[config.mk]
export PLATFORM = sky130hd
export DESIGN_NAME = shadow_xfer_ctrl
export DESIGN_NICKNAME = d
export VERILOG_FILES = /design/src/rtl/shadow_xfer_ctrl.sv
export SDC_FILE = /design/constraint.sdc
export NUM_CORES = 1
export LEC_CHECK = 0
export BUFFER_PORTS_ARGS = -buffer_cell sky130_fd_sc_hd__buf_2
export CAP_MARGIN = 20
export CORE_ASPECT_RATIO = 2
export CORE_MARGIN = 2
export CORE_UTILIZATION = 55
export CTS_CLUSTER_SIZE = 14
export DETAILED_ROUTE_END_ITERATION = 7
export GPL_ROUTABILITY_DRIVEN = 0
export HOLD_SLACK_MARGIN = 0.08
export PLACE_DENSITY_LB_ADDON = 0.1
export SLEW_MARGIN = 20
export SYNTH_ARGS = -nofsm -noshare
export SYNTH_HDL_FRONTEND = slang
export SYNTH_SLANG_ARGS = --single-unit
export TNS_END_PERCENT = 10
[constraint.sdc]
create_clock -name clk -period 3.2 [get_ports clk]
set_input_delay 0.48 -clock clk [delete_from_list [all_inputs] [get_ports clk]]
set_output_delay 0.48 -clock clk [all_outputs]
set_load 0.05 [all_outputs]
[src/rtl/shadow_xfer_ctrl.sv]
module shadow_xfer_ctrl #(
  parameter int VAL_W  = 16,
  parameter int CFG_W  = 16,
  parameter int MASK_W = 4
) (
  input  logic              clk,
  input  logic              rst_n,
  input  logic              val_wr,
  input  logic [VAL_W-1:0]  val_wdata,
  input  logic [2:0]        val_mode,
  input  logic              cfg_wr,
  input  logic [CFG_W-1:0]  cfg_wdata,
  input  logic [2:0]        cfg_mode,
  input  logic              cnt_zero,
  input  logic              cnt_peak,
  input  logic [MASK_W-1:0] zmask_cnt,
  input  logic [MASK_W-1:0] pmask_cnt,
  output logic [VAL_W-1:0]  val_active,
  output logic [VAL_W-1:0]  val_rdata,
  output logic              val_xfer,
  output logic [CFG_W-1:0]  cfg_active,
  output logic [CFG_W-1:0]  cfg_rdata,
  output logic              cfg_xfer
);

  logic [VAL_W-1:0] val_shadow;
  logic [CFG_W-1:0] cfg_shadow;
  logic             val_pend, cfg_pend;
  logic             zero_gated, peak_gated;
  logic             val_buf, cfg_buf, val_hit, cfg_hit;

  assign zero_gated = cnt_zero && (zmask_cnt == '0);
  assign peak_gated = cnt_peak && (pmask_cnt == '0);

  function automatic logic is_buffered(input logic [2:0] m);
    return (m != 3'd0) && (m != 3'd7);
  endfunction

  function automatic logic event_hit(input logic [2:0] m, input logic z, input logic p,
                                     input logic zg, input logic pg);
    case (m)
      3'd1:    return z;
      3'd2:    return p;
      3'd3:    return z | p;
      3'd4:    return zg;
      3'd5:    return pg;
      3'd6:    return zg | pg;
      default: return 1'b0;
    endcase
  endfunction

  assign val_buf = is_buffered(val_mode);
  assign cfg_buf = is_buffered(cfg_mode);
  assign val_hit = event_hit(val_mode, cnt_zero, cnt_peak, zero_gated, peak_gated) && val_pend;
  assign cfg_hit = event_hit(cfg_mode, cnt_zero, cnt_peak, zero_gated, peak_gated) && cfg_pend;

  assign val_rdata = val_buf ? val_shadow : val_active;
  assign cfg_rdata = cfg_buf ? cfg_shadow : cfg_active;

  always_ff @(posedge clk) begin
    if (!rst_n) begin
      val_shadow <= '0;
      val_active <= '0;
      val_pend   <= 1'b0;
      val_xfer   <= 1'b0;
    end else begin
      val_xfer <= 1'b0;
      if (!val_buf) begin
        val_pend <= 1'b0;
        if (val_wr) begin
          val_shadow <= val_wdata;
          val_active <= val_wdata;
        end
      end else begin
        if (val_hit) begin
          val_active <= val_shadow;
          val_xfer   <= 1'b1;
        end
        if (val_wr) begin
          val_shadow <= val_wdata;
          val_pend   <= 1'b1;
        end else if (val_hit) begin
          val_pend <= 1'b0;
        end
      end
    end
  end

  always_ff @(posedge clk) begin
    if (!rst_n) begin
      cfg_shadow <= '0;
      cfg_active <= '0;
      cfg_pend   <= 1'b0;
      cfg_xfer   <= 1'b0;
    end else begin
      cfg_xfer <= 1'b0;
      if (!cfg_buf) begin
        cfg_pend <= 1'b0;
        if (cfg_wr) begin
          cfg_shadow <= cfg_wdata;
          cfg_active <= cfg_wdata;
        end
      end else begin
        if (cfg_hit) begin
          cfg_active <= cfg_shadow;
          cfg_xfer   <= 1'b1;
        end
        if (cfg_wr) begin
          cfg_shadow <= cfg_wdata;
          cfg_pend   <= 1'b1;
        end else if (cfg_hit) begin
          cfg_pend <= 1'b0;
        end
      end
    end
  end

endmodule

Yosys cells after proc, flatten, opt, wreduce, memory -nomap -nowiden
Index checks and enable logic that the tools add are counted.
- flip-flop bits (word level): 68
- input port bits: 52
- output and inout bits: 66
- equal/unequal tests: 16
- muxes and demuxes: 16
- bitwise logic cells: 2
- reductions and logical operators: 18
- operators with widths (operator ; count):
    16-bit two-way mux ; 8
    3-bit equality test (second input constant) ; 6
    3-bit by 2-bit equality test with 1-bit output (second input constant) ; 4
    1-bit case mux with 6 select lines ; 2
    4-bit logical NOT ; 2
    2-bit AND reduction ; 4
    2-bit nonzero test ; 4
    3-bit by 1-bit equality test with 1-bit output (second input constant) ; 2
    1-bit logical AND ; 6
    1-bit two-way mux ; 6
    3-bit != test (second input constant) ; 2
    3-bit nonzero test ; 2
    2-bit by 1-bit != test with 1-bit output (second input constant) ; 2
    1-bit OR ; 2

Logic depth before layout (Yosys ltp)
Gate-level depths: netlist of the first run.
- depth after elaboration: 7
- mapped depth: 7

Worst setup path after synthesis of the first run
No wires, ideal clock.
- kind: input to output
- start point: in val_mode[2]
- end point: out val_rdata[10]
- data arrival time: 2018 ps
- path slack: 702 ps
- cell stages on the path: 6
- path buffers: 3
- path through: clkbuf_1 -> or3_1 -> clkbuf_1 -> nand2_1 -> clkbuf_1 -> a21o_1
- cells in the longest elaborated chain, start to end: 3
- RTL lines (element ; RTL line ; source):
    start: declaration ; 10 ; input logic [2:0] val_mode,
    3-bit != test / 3-bit nonzero test (equally long branches) ; 36 ; return (m != 3'd0) && (m != 3'd7);
    1-bit logical AND * ; 36 ;
    16-bit two-way mux * ; 57 ; assign val_rdata = val_buf ? val_shadow : val_active;
    end: declaration ; 19 ; output logic [VAL_W-1:0] val_rdata,
Every way passes the cells marked *; elsewhere a longest branch is shown, timed or not.

Final worst setup path of the first run
- start point: in cfg_mode[2]
- end point: out cfg_rdata[3]
- cells in the longest elaborated chain, start to end: 3
- RTL lines (element ; RTL line ; source):
    start: declaration ; 13 ; input logic [2:0] cfg_mode,
    3-bit != test / 3-bit nonzero test (equally long branches) ; 36 ;
    1-bit logical AND * ; 36 ;
    16-bit two-way mux * ; 58 ; assign cfg_rdata = cfg_buf ? cfg_shadow : cfg_active;
    end: declaration ; 22 ; output logic [CFG_W-1:0] cfg_rdata,
Marked as above.

==> metrics.md, run 1 <==
| Metric | Value |
|---|---|
| Worst slack at placement | about 0.71 ns |
| Top cells by area, synth | dfxtp_1 (36%), mux2i_1 (17%), a21o_1 (6.4%) |
| Commonest cells after routing, fill and taps aside | buf_2 (117), dfxtp_1 (68), mux2i_1 (64) |
| CP Capture Type | output pin |
| Clk pin slew, worst setup/hold paths | 0.05 ns |
| Layout fillers | 573 |
| Skew final | 0.00445 ns |
| Data arrival, critical path | around 2.0 ns |
| Die ar. | around 7500 um2 |
| Grt total ovfl | 0 |
| Wire length of the first global-routing pass | around 14000 um |
| Setup ws final | 0.704 ns |
| Non-filler cells, final | between 600 and 700 |
| Port-buffer cells | 117 |
| Ratio of cells with drive above 1 in the final layout | 29.8% |
| Min-Delay Path Class | input port to register |
| Hold buffer count at CTS | 0 |
| # Max-Cap Violations | 0 |
| Post-synth cell types | 32 |
| CP Data Required Time | between 2 and 3 ns |
| Mapped Area | 3740 um2 |
| Post-Place Cells | approximately 600 |
| Final worst path period need | roughly 2.5 ns |
| Crit path cell chain | buf_2, or3_1, buf_4, nand2_1, buf_4, a21o_1, buf_2 |
| Period utilisation layout | 78.0% |
| Register area share after synthesis | approximately 36% |
| Nets | around 560 |
| F_max | 401 MHz |
| Leakage power | around 2.6 nW |
| Antenna Cells | 0 |
| Setup bufs post-CTS | 0 |
| Syn Nets | 462 |
| Initial Util | 56.5% |
| DP Area | 4330 um2 |
| Post-Synthesis Cells | 410 |
| Router iterations before antenna repair | 4 |
| Max_slew headroom | roughly 29% |
| Final hold slack | around 0.42 ns |
| CORE AREA | 6620 um2 |
| IO Pins | 118 |
| Startpoint types | input port |
| Hold Fails Final Rpt | 0 |
| Clock sink count | about 70 |
| Detailed Place HPWL | between 6000 and 7000 um |
| CTS H-tree depth | 3 |
| Root buffer cell | clkbuf_16 |
| Pwr/cell area | 526 nW/um2 |
| Die X | 62.3 um |
| Final ANT Viol Nets | 0 |
| Initial antenna violation count | 0 |
| Delay of the slowest cell on the worst path | 0.37 ns |
| Largest net degree at the start of global routing | 51 |
| Max clock buf depth | 2 |
| Vias | ~3.3k |
| Setup_tns | 0 ns |
| Top delay family on crit path | buffers and inverters |
| Wire per inst | 14.5 um |
| Status | complete, no violations |
| Final slew viol count | 0 |
| Syn_area_per_cell | around 9 um2 |
| TritonCTS clock tree | built |
| Skew-Pair Late Insertion Delay | 0.33 ns |
| Commonest non-fill, non-tap cell in the layout | buf_2 |
| RSZ-0062 raised after global routing | no |
| Measured slew at the worst slew-check pin | 1.06 ns |
| Drt total wl | a little under 9000 um |
| PostCTS Resize Cnt | 0 |
| Synth warn | 0 |
| Yosys top cell by area | dfxtp_1 |
| Area grow syn2layout | 24.6% |
| Crit-path slowest cell | or3_1 |
| GR Util All Layers | 23.5% |
| Critical path class | input port to output pin |
| DR vias/cell | 5.48 |
| Maximum vdd drop | 497 uV |
| Die extent in y | ~120 um |
| Number of global-route vias before repair | 3123 |
| Final setup violation count | 0 |
| Worst-path maximum fanout | 34 |
| Final Cell Area | around 4700 um2 |
| Iter 0 DRT Violations | about 210 |
| Buf/Inv on CP | 4 |
| Synth top area share | 36.4% |
| Cts bufs inserted | 9 |
| Std-Cell Rows | 42 |
| DRC viols | 0 |
| Yosys reg bits | 68 |
## flip-flops by register name, summed over array words and instances (netlist names)
register	flops
cfg_active	16
cfg_shadow	16
val_active	16
val_shadow	16
cfg_pend	1
cfg_xfer	1
val_pend	1
val_xfer	1
## cell usage after synthesis
cell type and instances:
a2111oi_4 2, a21boi_0 26, a21boi_1 6, a21o_1 32, a21oi_1 2, a22oi_2 2
a31oi_1 2, and3_1 32, and3_4 2, buf_1 2, buf_2 5, buf_6 2
clkbuf_1 28, dfxtp_1 68, inv_1 4, mux2i_1 64, nand2_1 36, nand2b_1 1
nand3_1 6, nand4_1 4, nor2b_1 33, nor3_1 1, nor3_4 2, nor4_2 2
nor4b_2 2, o21ai_0 23, o21ai_1 9, o311ai_1 2, or3_1 5, or4b_1 2
or4b_4 1, xor2_1 2
## per-stage QoR
step	utilization, %	power, mW
finish	70.4	2.45
global route	70.4	2.54
CTS	70.4	2.48
detailed placement	65.5	1.40
global placement	65.5	1.39
floorplan	-	1.28
## routing by layer
layer	routed length, um	GRT usage [%]	up-vias	part of all wire [%]
li1	-	-	1649	-
met5	0	0	-	0
met1	3430	25.1	1553	39
met4	179	11.5	0	2.1
met2	4770	43.3	79	55
met3	348	4.93	13	4.0
## kinds of logic after synthesis
logic type	count (synthesis)	synth area share, %
buffers and inverters	41	4.69
and+or+nand+nor	129	21.0
xor gates and xnor gates	2	0.469
AOI/OAI and AO/OA	106	20.3
DFF	68	36.4
muxes	64	17.1
## final timing paths
| kind | start | end | slack, ns | cells past startpoint |
|---|---|---|---|---|
| max | cfg_mode[2] | cfg_rdata[3] | 0.70 | 7 |
| min | cfg_wdata[11] | cfg_shadow[11] | 0.42 | 3 |
| max reg2reg | val_pend | val_active[12] | 1.30 | 4 |
| min reg2reg | val_active[14] | val_active[14] | 0.47 | 2 |
## cell type report
| cell class | instances | area (um2) | share of cell area (%) |
|---|---|---|---|
| clock buffer | 11 | 253 | 5.42 |
| multi-input combinational | 301 | 2200 | 47.3 |
| timing repair buffer | 125 | 646 | 13.9 |
| inverter | 4 | 15.0 | 0.322 |
| clock inverter | 4 | 72.6 | 1.56 |
| tap | 88 | 110 | 2.36 |
| sequential | 68 | 1360 | 29.2 |
## power breakdown
part	switching (mW)	total [mW]	internal [mW]
Clock	0.352	1.07	0.718
Combinational	0.310	0.469	0.159
Sequential	0.0225	0.911	0.888
Total	0.684	2.45	1.77
## worst reg2reg max path, stage by stage, from the launching register on
cell	delay, ns
dfxtp_1	0.33
inv_1	0.13
o311ai_1	0.18
nor3_4	0.89
mux2i_1	0.30
Note: power is estimated with default switching activity, not from simulation.
==> run 2: changes to the inputs <==
Settings changed: CORE_UTILIZATION 55 to 51.
Clock period 3.2 ns to 2.3 ns, I/O delays scaled along.
==> metrics.md, run 2 (synthesis gave the netlist of run 1 again) <==
| Metric | Value |
|---|---|
| WHS Endpoint | val_shadow[4] |
| Pwr/cell area | 726 nW/um2 |
| Commonest cells after routing, fill and taps aside | buf_2 (117), dfxtp_1 (68), mux2i_1 (64) |
| Non-filler cells, final | ~620 |
| GR Util All Layers | 22.6% |
| Iter 0 DRT Violations | 134 |
| Die ar. | 8070 um2 |
| Post-Place Cells | 600 |
| # Max-Cap Violations | 0 |
| Drt total wl | 8650 um |
| Period utilisation layout | 93.2% |
| DRC viols | 0 |
| Worst slack at placement | roughly 0.10 ns |
| Cts bufs inserted | 9 |
| Startpoint types | input port |
| Status | complete, no violations |
| Final setup violation count | 0 |
| Max_slew headroom | 30.9% |
| Vias | 3283 |
| Final core occ | 66.7% |
| Worst-path maximum fanout | 12 |
| Setup_tns | 0 ns |
| CP Capture Type | output pin |
| Grt total ovfl | 0 |
| Maximum vdd drop | 579 uV |
| DP Area | approximately 4400 um2 |
| Worst r2r dst | cfg_active[7] |
| Antenna Cells | 0 |
| Max clock buf depth | 2 |
| Initial Util | a little over half |
| Number of global-route vias before repair | approximately 3.1k |
| Commonest non-fill, non-tap cell in the layout | buf_2 |
| Largest net degree at the start of global routing | 36 |
| RSZ-0062 raised after global routing | no |
| Measured slew at the worst slew-check pin | 1.03 ns |
| Clock sink count | 68 |
| Die extent in y | 125 um |
| WHS Path Cells | 3 |
| Min-Delay Path Class | input port to register |
| Critical path class | input port to output pin |
| Root buffer cell | clkbuf_16 |
| Final Cell Area | 4780 um2 |
| DR vias/cell | 5.33 |
| PostCTS Resize Cnt | 0 |
| Final ANT Viol Nets | 0 |
| IO Pins | 118 |
| Clk pin slew, worst setup/hold paths | 0.06 ns |
| Final worst path period need | approximately 2.1 ns |
| TritonCTS clock tree | built |
| CP Data Required Time | a little under 2 ns |
| Port-buffer cells | 117 |
| Critical R2R Launch | cfg_pend |
| Area grow syn2layout | 27.8% |
| Setup bufs post-CTS | 0 |
| R2R depth | 4 |
| Wire per inst | 14.0 um |
| Nets | 571 |
| Initial antenna violation count | 0 |
| Skew-Pair Late Insertion Delay | ~0.33 ns |
| Reg2reg setup slack | 0.41 ns |
| Skew final | between 0.004 and 0.005 ns |
| CORE AREA | 7160 um2 |
| Die X | 64.5 um |
| CTS H-tree depth | 3 |
| Wire length of the first global-routing pass | 14600 um |
| Ratio of cells with drive above 1 in the final layout | a little under a third |
| Setup ws final | 0.157 ns |
| Hold buffer count at CTS | 0 |
| Hold Fails Final Rpt | 0 |
| Data arrival, critical path | 1.80 ns |
| F_max | 467 MHz |
| Final slew viol count | 0 |
| Router iterations before antenna repair | 4 |
| Leakage power | ~2.6 nW |
| Detailed Place HPWL | 6040 um |
| Std-Cell Rows | 44 |
| Hold_sp | val_wdata[4] |
run 2: cell count changes in the layout (fill, tap and decap cells not counted):
cell / delta
buf_4: +8
buf_12: +2
clkbuf_1: +1
clkbuf_8: +1
clkinv_2: -1
run 2: power breakdown:
| group | internal (mW) | switching, mW | leakage [nW] |
|---|---|---|---|
| Clock | 1.04 | 0.492 | 0.162 |
| Combinational | 0.238 | 0.433 | 1.90 |
| Sequential | 1.24 | 0.0317 | 0.556 |
run 2: metal layers:
metal,part of all wire (%),track usage [%],vias to the layer above
met2,47,34.4,90
met3,5.1,5.40,17
li1,-,-,1677
met4,2.3,10.4,0
met1,46,29.9,1499
met5,0,0,-
run 2: area by class of cell:
cell class / count / area (um2)
Clock buffer: 13 / 270
Tap cell: 92 / 115
Fill cell: 617 / 2380
Clock inverter: 3 / 67.6
Timing Repair Buffer: 135 / 746
Inverter: 4 / 15.0
Sequential cell: 68 / 1360
Multi-Input combinational cell: 301 / 2200
run 2: stage by stage:
step | power (mW) | hold WS (ns)
final | 3.47 | 0.288
after global routing | 3.60 | 0.287
after CTS | 3.50 | 0.279
after detailed placement | 1.96 | 0.467
after global placement | 1.96 | 0.459
after floorplan | 1.79 | 0.473
run 2: worst max-delay path by stage:
stage,from,to,slack (ns),cells past startpoint
floorplan,val_mode[2],val_rdata[10],0.07,6
finish,val_mode[0],val_rdata[13],0.16,6
global placement,val_mode[0],val_active[3],0.16,5
CTS,val_mode[0],val_rdata[11],0.16,6
detailed placement,val_mode[0],val_active[3],0.10,5
global route,val_mode[0],val_rdata[1],0.08,6
run 2: worst max-delay path, stage by stage:
cell and delay, ns:
buf_2 0.15, or3_1 0.51, buf_4 0.24, and3_1 0.20, a21o_1 0.15, buf_2 0.20
==> run 3: changes to the inputs <==
Settings changed: ABC_AREA set to 1.
==> metrics.md, run 3 <==
| Metric | Value |
|---|---|
| Skew-Pair Late Insertion Delay | between 0.3 and 0.4 ns |
| Hold buffer count at CTS | 0 |
| DRC viols | 0 |
| Final ANT Viol Nets | 0 |
| Grt total ovfl | 0 |
| Final Cell Area | 4380 um2 |
| Router iterations before antenna repair | 5 |
| Mapped Area | 3540 um2 |
| Pwr/cell area | around 810 nW/um2 |
| Yosys reg bits | 68 |
| CTS H-tree depth | 3 |
| Startpoint types | input port |
| FFs w/ async S/R, synth | 0% |
| Cts bufs inserted | 9 |
| Measured slew at the worst slew-check pin | between 0.5 and 0.6 ns |
| Syn_area_per_cell | around 6.6 um2 |
| Final setup violation count | 0 |
| Clock sink count | 68 |
| Sw Ratio | between 30% and 40% |
| Die ar. | 7660 um2 |
| Clock share of power | 35.9% |
| Top Layer Used | met4 |
| Pint | 2.28 mW |
| Met3 Wirelength | between 500 and 600 um |
| DR vias/cell | 5.08 |
| Sequential power share | 37.3% |
| Register area share after synthesis | 38.5% |
| Std-Cell Rows | 43 |
| # Max-Cap Violations | 0 |
| Final worst path period need | approximately 2.0 ns |
| Delay of the slowest cell on the worst path | 0.31 ns |
| Non-filler cells, final | 730 |
| Number of global-route vias before repair | 3174 |
| Die X | 62.9 um |
| Wire per inst | around 11 um |
| Commonest non-fill, non-tap cell in the layout | buf_2 |
| Max_slew headroom | 62.9% |
| Detailed Place HPWL | 5650 um |
| Min-Delay Path Class | input port to register |
| Share of power burned in combinational logic | 26.8% |
| Iter 0 DRT Violations | ~270 |
| Crit path cell chain | buf_2, or2_4, nand2_4, nand2_2, o21ai_0, buf_2 |
| Initial Util | 51.8% |
| Drt total wl | slightly above 8000 um |
| Hold Fails Final Rpt | 0 |
| Period utilisation layout | about nine tenths |
| Synth warn | 0 |
| Final hold slack | roughly 0.25 ns |
| Area grow syn2layout | 23.8% |
| Setup ws final | about 0.26 ns |
| Post-Synthesis Cells | ~530 |
| F_max | 490 MHz |
| DP Area | 4100 um2 |
| CP Capture Type | output pin |
| TritonCTS clock tree | built |
| Worst-path maximum fanout | 33 |
| CORE AREA | 6830 um2 |
| Nets | around 690 |
| RSZ-0062 raised after global routing | no |
| Buf/Inv on CP | 2 |
| Crit-path slowest cell | nand2_2 |
| Setup bufs post-CTS | 0 |
| Setup_tns | 0 ns |
| Top FF cell, synth | dfxtp_1 |
| Worst slack at placement | 0.266 ns |
| Layout fillers | a little under 700 |
| Critical path class | input port to output pin |
| Ratio of cells with drive above 1 in the final layout | 26.1% |
| Critical R2R Launch | val_pend |
| Sw power | 1.25 mW |
| Maximum vdd drop | 554 uV |
| Skew final | 0.00462 ns |
| Port-buffer cells | 117 |
| Commonest cells after routing, fill and taps aside | buf_2 (117), nand2_1 (95), nor2_1 (80) |
| Post-synth cell types | 20 |
| Top cells by count, synth | nand2_1 (95), nor2_1 (80), dfxtp_1 (68) |
| Root buffer cell | clkbuf_16 |
| GR Util All Layers | 22.1% |
| Hold_sp | val_wdata[2] |
| Syn Nets | a little under 600 |
| Vias | 3705 |
| Top delay family on crit path | simple AND/OR/NAND/NOR gates |
| Met2 Wirelength | 3920 um |
| PostCTS Resize Cnt | 0 |
| Post-Place Cells | between 700 and 800 |
| Initial antenna violation count | 0 |
| Yosys top cell by area | dfxtp_1 |
| Number of synthesized flops with an enable pin | 0 |
| Top cells by area, synth | dfxtp_1 (38%), nand2_1 (10%), o21ai_0 (9.3%) |
| Leakage power | 2.39 nW |
| Synth top area share | 38.5% |
| IO Pins | 118 |
| Die extent in y | 122 um |
| Crit path from | val_mode[0] |
| Clk pin slew, worst setup/hold paths | 0.06 ns |
| Largest net degree at the start of global routing | 34 |
| Antenna Cells | 0 |
| Data arrival, critical path | 1.70 ns |
| Wire length of the first global-routing pass | 13700 um |
| CP Data Required Time | 1.96 ns |
| Final slew viol count | 0 |
| Most used cell, CP | buf_2 |
| Top-count cell post-synth | nand2_1 |
| Max clock buf depth | 2 |
| Metal1 wirelength | approximately 3700 um |
| Status | complete, no violations |
-- run 3: cell types whose count changed in the layout (fill, tap and decap cells not counted), moves of 32 or more --
cell     before  now
mux2i_1      64    0
nor2_1        0   80
nand3_1       6   45
nand2_1      36   95
nor2b_1      33    0
a21oi_1       2   50
and3_1       32    0
inv_1         4   52
a21o_1       32    0
o21ai_0      23   66
-- run 3: final cells by class --
class	instances	area [um2]	area share [%]
multi-input cells	375	1760	40.3
flip-flops and latches	68	1360	31.1
repair buffers	127	661	15.1
clock buffers	10	239	5.46
inverters	54	203	4.63
well taps	90	113	2.57
clock inverters	6	38.8	0.886
-- run 3: path summary, 6_finish.rpt --
kind                                       end  slack (ns)  cells past startpoint
worst max register to register  val_active[13]        1.23                      4
worst max-delay path              val_rdata[4]        0.26                      6
worst min register to register   cfg_shadow[0]        0.50                      2
worst min-delay path             val_shadow[2]        0.25                      3
-- run 3: power groups by stage --
stage                     sequential (mW)  combinational, mW  clock, mW
final                                1.31              0.946       1.27
after global routing                 1.33               1.03       1.34
after CTS                            1.32              0.951       1.30
after detailed placement             1.34              0.948          0
after global placement               1.34              0.941          0
after floorplan                      1.51              0.565          0
-- run 3: kinds of logic after synthesis --
group / Yosys count / share of synthesized area [%]
AO/OA/AOI/OAI: 128 / 18.1
AND/OR/NAND/NOR: 247 / 31.7
buffers and inverters: 89 / 11.7
flip-flops: 68 / 38.5
-- run 3: per-stage QoR --
| stage | power (mW) | utilization, % |
|---|---|---|
| after floorplan | 2.07 | - |
| after global placement | 2.28 | 60.0 |
| after detailed placement | 2.29 | 60.0 |
| after CTS | 3.57 | 64.1 |
| after global routing | 3.70 | 64.1 |
| final | 3.53 | 64.1 |
-- run 3: worst min-delay path: stages --
cell	delay, ns
buf_2	0.09
nor2_1	0.04
nor2_1	0.08
-- run 3: per-layer routing --
layer  vias up  global-route usage (%)
met1      1642                    26.8
met5         -                       0
met2       124                    36.6
met4         0                    8.89
met3        10                    6.37
li1       1929                       -
